==> src/rtl/rx_da_filter_pkg.sv <==
package rx_da_filter_pkg;
  typedef enum logic [1:0] {
    FLT_OWN     = 2'b00,
    FLT_HASH    = 2'b01,
    FLT_ALLMC   = 2'b10,
    FLT_PROMISC = 2'b11
  } flt_mode_e;

  localparam int MODE_LSB = 5;
  localparam int ST_PHYS  = 26;
  localparam int ST_HASH  = 25;
  localparam int ST_BCAST = 20;
  localparam int ST_MCAST = 19;

  localparam logic [31:0] CRC_POLY = 32'hEDB8_8320;

  typedef struct packed {
    logic phys;
    logic hash;
    logic bcast;
    logic mcast;
  } da_flags_t;
endpackage

==> src/rtl/rx_da_hash.sv <==
module rx_da_hash #(
  parameter int ADDR_W = 48,
  parameter int IDX_W  = 6
) (
  input  logic [ADDR_W-1:0] addr_i,
  output logic [IDX_W-1:0]  idx_o
);
  import rx_da_filter_pkg::*;

  logic [31:0] crc_q;

  // serial reflected CRC, LSB of first octet first
  always_comb begin
    logic [31:0] r;
    logic        fb;
    r = '1;
    for (int i = 0; i < ADDR_W; i++) begin
      fb = r[0] ^ addr_i[i];
      r  = {1'b0, r[31:1]} ^ (fb ? CRC_POLY : 32'h0);
    end
    crc_q = ~r;
  end

  assign idx_o = crc_q[31 -: IDX_W];
endmodule

==> src/rtl/rx_da_classify.sv <==
module rx_da_classify #(
  parameter int ADDR_W = 48,
  parameter int IDX_W  = 6,
  localparam int FILT_W = 1 << IDX_W
) (
  input  logic [ADDR_W-1:0]                 addr_i,
  input  logic [ADDR_W-1:0]                 station_i,
  input  logic [FILT_W-1:0]                 filter_i,
  output rx_da_filter_pkg::da_flags_t       flags_o,
  output logic                              hash_sel_o
);
  logic [IDX_W-1:0] idx;

  rx_da_hash #(.ADDR_W(ADDR_W), .IDX_W(IDX_W)) u_hash (
    .addr_i (addr_i),
    .idx_o  (idx)
  );

  assign hash_sel_o    = filter_i[idx];
  assign flags_o.phys  = (addr_i == station_i);
  assign flags_o.bcast = &addr_i;
  assign flags_o.mcast = addr_i[0];
  assign flags_o.hash  = addr_i[0] & hash_sel_o;
endmodule

==> src/rtl/rx_da_decide.sv <==
module rx_da_decide (
  input  rx_da_filter_pkg::flt_mode_e mode_i,
  input  rx_da_filter_pkg::da_flags_t flags_i,
  output logic                        accept_o
);
  import rx_da_filter_pkg::*;

  always_comb begin
    unique case (mode_i)
      FLT_OWN:     accept_o = flags_i.phys;
      FLT_HASH:    accept_o = flags_i.phys | flags_i.bcast | flags_i.hash;
      FLT_ALLMC:   accept_o = flags_i.phys | flags_i.bcast | flags_i.mcast;
      FLT_PROMISC: accept_o = 1'b1;
      default:     accept_o = 1'b0;
    endcase
  end
endmodule

==> src/rtl/rx_da_filter.sv <==
module rx_da_filter #(
  parameter int ADDR_W   = 48,
  parameter int IDX_W    = 6,
  parameter int CTRL_W   = 32,
  parameter int STATUS_W = 32,
  localparam int FILT_W  = 1 << IDX_W
) (
  input  logic                clk_i,
  input  logic                rst_ni,
  input  logic                da_valid_i,
  input  logic [ADDR_W-1:0]   da_i,
  input  logic [CTRL_W-1:0]   ctrl_word_i,
  input  logic [ADDR_W-1:0]   station_addr_i,
  input  logic [FILT_W-1:0]   hash_filter_i,
  input  logic                rx_dma_en_i,
  output logic                done_o,
  output logic                accept_o,
  output logic [STATUS_W-1:0] rx_status_o,
  output logic                hash_bit_o
);
  import rx_da_filter_pkg::*;

  flt_mode_e           mode;
  da_flags_t           flags;
  logic                hash_sel;
  logic                accept_d;
  logic [STATUS_W-1:0] status_d;

  assign mode = flt_mode_e'(ctrl_word_i[MODE_LSB +: 2]);

  rx_da_classify #(.ADDR_W(ADDR_W), .IDX_W(IDX_W)) u_class (
    .addr_i     (da_i),
    .station_i  (station_addr_i),
    .filter_i   (hash_filter_i),
    .flags_o    (flags),
    .hash_sel_o (hash_sel)
  );

  rx_da_decide u_decide (
    .mode_i   (mode),
    .flags_i  (flags),
    .accept_o (accept_d)
  );

  always_comb begin
    status_d           = '0;
    status_d[ST_PHYS]  = flags.phys;
    status_d[ST_HASH]  = flags.hash;
    status_d[ST_BCAST] = flags.bcast;
    status_d[ST_MCAST] = flags.mcast | flags.bcast;
  end

  always_ff @(posedge clk_i or negedge rst_ni) begin
    if (!rst_ni) begin
      done_o      <= 1'b0;
      accept_o    <= 1'b0;
      rx_status_o <= '0;
      hash_bit_o  <= 1'b0;
    end else begin
      done_o <= da_valid_i;
      if (da_valid_i) begin
        accept_o    <= accept_d;
        rx_status_o <= status_d;
        if (rx_dma_en_i) hash_bit_o <= hash_sel;
      end
    end
  end

  assert_done_follows_strobe_R2: assert property (@(posedge clk_i) disable iff (!rst_ni)
    done_o |-> $past(da_valid_i));
  assert_result_holds_R2: assert property (@(posedge clk_i) disable iff (!rst_ni)
    !$past(da_valid_i) |-> ($stable(accept_o) && $stable(rx_status_o)));
  assert_own_mode_R3: assert property (@(posedge clk_i) disable iff (!rst_ni)
    (done_o && $past(ctrl_word_i[MODE_LSB +: 2]) == 2'b00) |-> (accept_o == rx_status_o[ST_PHYS]));
  assert_promisc_R6: assert property (@(posedge clk_i) disable iff (!rst_ni)
    (done_o && $past(ctrl_word_i[MODE_LSB +: 2]) == 2'b11) |-> accept_o);
  assert_bcast_is_mcast_R8: assert property (@(posedge clk_i) disable iff (!rst_ni)
    rx_status_o[ST_BCAST] |-> rx_status_o[ST_MCAST]);
  assert_hash_needs_mcast_R9: assert property (@(posedge clk_i) disable iff (!rst_ni)
    rx_status_o[ST_HASH] |-> rx_status_o[ST_MCAST]);
  assert_hash_frozen_R10: assert property (@(posedge clk_i) disable iff (!rst_ni)
    !$past(da_valid_i && rx_dma_en_i) |-> $stable(hash_bit_o));
endmodule

==> config.mk <==
export PLATFORM = sky130hd
export DESIGN_NAME = rx_da_filter
export DESIGN_NICKNAME = d
export VERILOG_FILES = /design/src/rtl/rx_da_filter_pkg.sv /design/src/rtl/rx_da_hash.sv /design/src/rtl/rx_da_classify.sv /design/src/rtl/rx_da_decide.sv /design/src/rtl/rx_da_filter.sv
export SDC_FILE = /design/constraint.sdc
export NUM_CORES = 1
export LEC_CHECK = 0
export BUFFER_PORTS_ARGS = -buffer_cell sky130_fd_sc_hd__buf_2
export CAP_MARGIN = 20
export CORE_AREA = 2 2 94 163
export CTS_CLUSTER_DIAMETER = 80
export CTS_CLUSTER_SIZE = 10
export DETAILED_ROUTE_END_ITERATION = 10
export DIE_AREA = 0 0 96 165
export GPL_ROUTABILITY_DRIVEN = 0
export SLEW_MARGIN = 40
export SYNTH_ARGS = -nofsm -noshare
export SYNTH_HDL_FRONTEND = slang
export SYNTH_SLANG_ARGS = --single-unit
==> constraint.sdc <==
create_clock -name clk_i -period 1.8 [get_ports clk_i]
set_input_delay 0.36 -clock clk_i [delete_from_list [all_inputs] [get_ports clk_i]]
set_output_delay 0.36 -clock clk_i [all_outputs]
set_load 0.02 [all_outputs]
==> run summary <==
Status: finished with violations
Failing checks: setup timing
Type of the most critical hold path: in2reg
CP delay by family, top: XOR/XNOR gates
Final setup vio count: 3
Worst EP arrival: 4.73 ns
CTS tree: done
Worst R2R End: accept_o
Layout Skew: 0 ns
Critical path class: in2reg
Hold path cells: 1
Yosys warns: 0
H-Tree Level Count: 1
CP Buf/Inv Count: 4
Critical Path RT: 1.95 ns
Total wire length: 16.41 mm
ANT cells: 0
Unrepaired setup endpoints after global routing: true
Die width: 96 um
I/O pins: 231
Fmax: 218.4 MHz
Cells after Synth: 426
RR Startpoint: accept_o
Fillers: 1317
CTS sink count: 7
Final min period: 4.578 ns
Pre-Repair DR Iteration Count: 4
Kind of end point of the critical path: register
Setup crit start kind: primary input
Area grow syn2layout: 73.59%
Worst-path clk slew: 0.04 ns
Share of cells above drive strength 1: 0.6208
Fin. Hold Viols: 0
Die H: 165 um
Post-synth EDFFs: 0
Crit-path slowest cell: xnor3_2
Syn_area_per_cell: 10.03 um^2
TritonCTS Buffers: 3
Post-synthesis sequential area ratio: 0.04100
CP peak stage delay: 0.53 ns
Final design utilization: 0.5136
Crit-path max FO: 6
Gr ovfl total: 0
Area of the core: 14440 um^2
Slew at the pin closest to its max-slew limit: 0.5928 ns
Hold Path Sink: done_o
Initial antenna violation count: 0
Crit-path cells: buf_4, buf_6, xnor2_4, xnor3_2, xor3_2, buf_6, xnor2_4, xnor3_2, xor3_2, xnor3_2, buf_6, mux2i_4, a41oi_2, a31oi_2, o311ai_4, o2111ai_4, a41oi_2
Relative slew slack: 0.5946
IO Port Bufs: 172
# nets final: 973
Initial Utilization: 0.2959
Residual DRC count: 0
First-pass GRT wire length: 23.05 mm
Most common cell after layout, fill and taps aside: buf_2
Number of global-route vias before repair: 4601
Hold_ws: 0.3044 ns
Die area: 15840 um^2
Ys flop type: dfrtp_1
Netlist cell types: 61
Worst R2R Path Depth: 2
Max_cap viols: 0
Detail Placement HPWL: 13.80 mm
Async set-reset flop share out of synthesis: 1.000
Final worst slack: -2.778 ns
Gr usage total: 0.1914
Top cells by area, synth: xnor2_1 26%, xnor3_1 15%, buf_4 6.1%
CTS Root Cell: clkbuf_16
# rows: 58
Share of the synthesized area in the top cell type: 0.2603
HP Start: da_valid_i
Most frequent cells in the layout: 165 x buf_2, 164 x buf_4, 105 x xnor2_1
Largest net degree at the start of global routing: 10
Cell area after synthesis: 4273 um^2
Worst reg2reg setup slack: 1.06 ns
Antenna-violating nets left: 0
Routed vias: 4459
Wire length per cell: 17.27 um
Via density per instance: 4.694
Pins over their slew limit: 0
Cell taking the most area after synthesis: xnor2_1
Maximum clock insertion buffer count: 2
Clock Latency Late Sink: 0.23 ns
Final period util: 2.543
Drt initial violations: 65
Synth Register Bits: 7
-- cell type report --
class | instances | area, um^2 | share of cell area
inverter | 7 | 26.28 | 0.003543
clock buffer | 4 | 78.83 | 0.01063
tap | 180 | 225.2 | 0.03036
sequential | 7 | 175.2 | 0.02362
timing repair buffer | 359 | 2441 | 0.3291
multi-input combinational | 393 | 4471 | 0.6027
-- worst reg2reg max path, cell delays in order (launching register included) --
cell,delay [ns]
dfrtp_1,0.36
a21oi_1,0.19
a41oi_2,0.04
-- metal layers --
| metal | up-vias | track usage | routed length [um] |
|---|---|---|---|
| li1 | 2138 | - | - |
| met1 | 2054 | 0.1858 | 5299 |
| met2 | 218 | 0.3709 | 9198 |
| met3 | 49 | 0.01277 | 807 |
| met4 | 0 | 0.1247 | 1103 |
| met5 | - | 0 | 0 |
-- cells by family (layout without fill, tap and decap cells) --
kind of cell,count (synthesis),after routing,share of synthesized area
compound gates,53,53,0.09576
mux,11,11,0.02958
simple gates,82,82,0.1037
other cells,1,28,0.0008776
fa+ha+maj,6,6,0.01757
buf+inv,53,370,0.08316
xor+xnor,213,213,0.6284
flops,7,7,0.04100
-- synth_stat cells (all sizes together) (5+ instances only) --
| cell | n |
|---|---|
| ha | 6 |
| o22ai | 11 |
| nand2 | 15 |
| mux2i | 7 |
| xor2 | 29 |
| nor2 | 10 |
| nand3 | 7 |
| o21ai | 5 |
| dfrtp | 7 |
| nor3 | 6 |
| a21oi | 7 |
| xnor2 | 140 |
| inv | 7 |
| o221ai | 6 |
| nand4 | 22 |
| nor4 | 6 |
| xnor3 | 35 |
| buf | 45 |
| xor3 | 9 |
-- how the worst max path moves through the flow --
stage               startpoint       end  cells past startpoint
floorplan              da_i[8]  accept_o                     16
global placement       da_i[0]  accept_o                     17
detailed placement     da_i[0]  accept_o                     18
CTS                    da_i[4]  accept_o                     17
global route           da_i[4]  accept_o                     17
finish                 da_i[9]  accept_o                     17
-- what timing repair did --
item	4_1_cts	5_1_grt
endpoints found under the hold margin	7	0
hold buffers	1	0
pin swaps	30	59
resized for setup	36	77
buffers inserted	17	22
setup endpoints to repair	6	5
-- sequential cells by signal, indices dropped and copies added, names as in the netlist --
name	cells
accept_o	1
done_o	1
hash_bit_o	1
rx_status_o	4
-- stage by stage --
stage | instance area (um^2) | setup slack [ns] | TNS, ns | std cells
floorplan | 4509 | -2.684 | -7.888 | 453
global placement | 6425 | -3.051 | -10.03 | 908
detailed placement | 6425 | -3.126 | -10.21 | 908
CTS | 6862 | -2.817 | -8.371 | 930
global route | 7417 | -2.936 | -8.676 | 950
finish | 7417 | -2.778 | -8.211 | 950
Power is left out: the tool's default activity adds up to more than one toggle a clock period on the data nets, which glitch-free logic cannot reach.
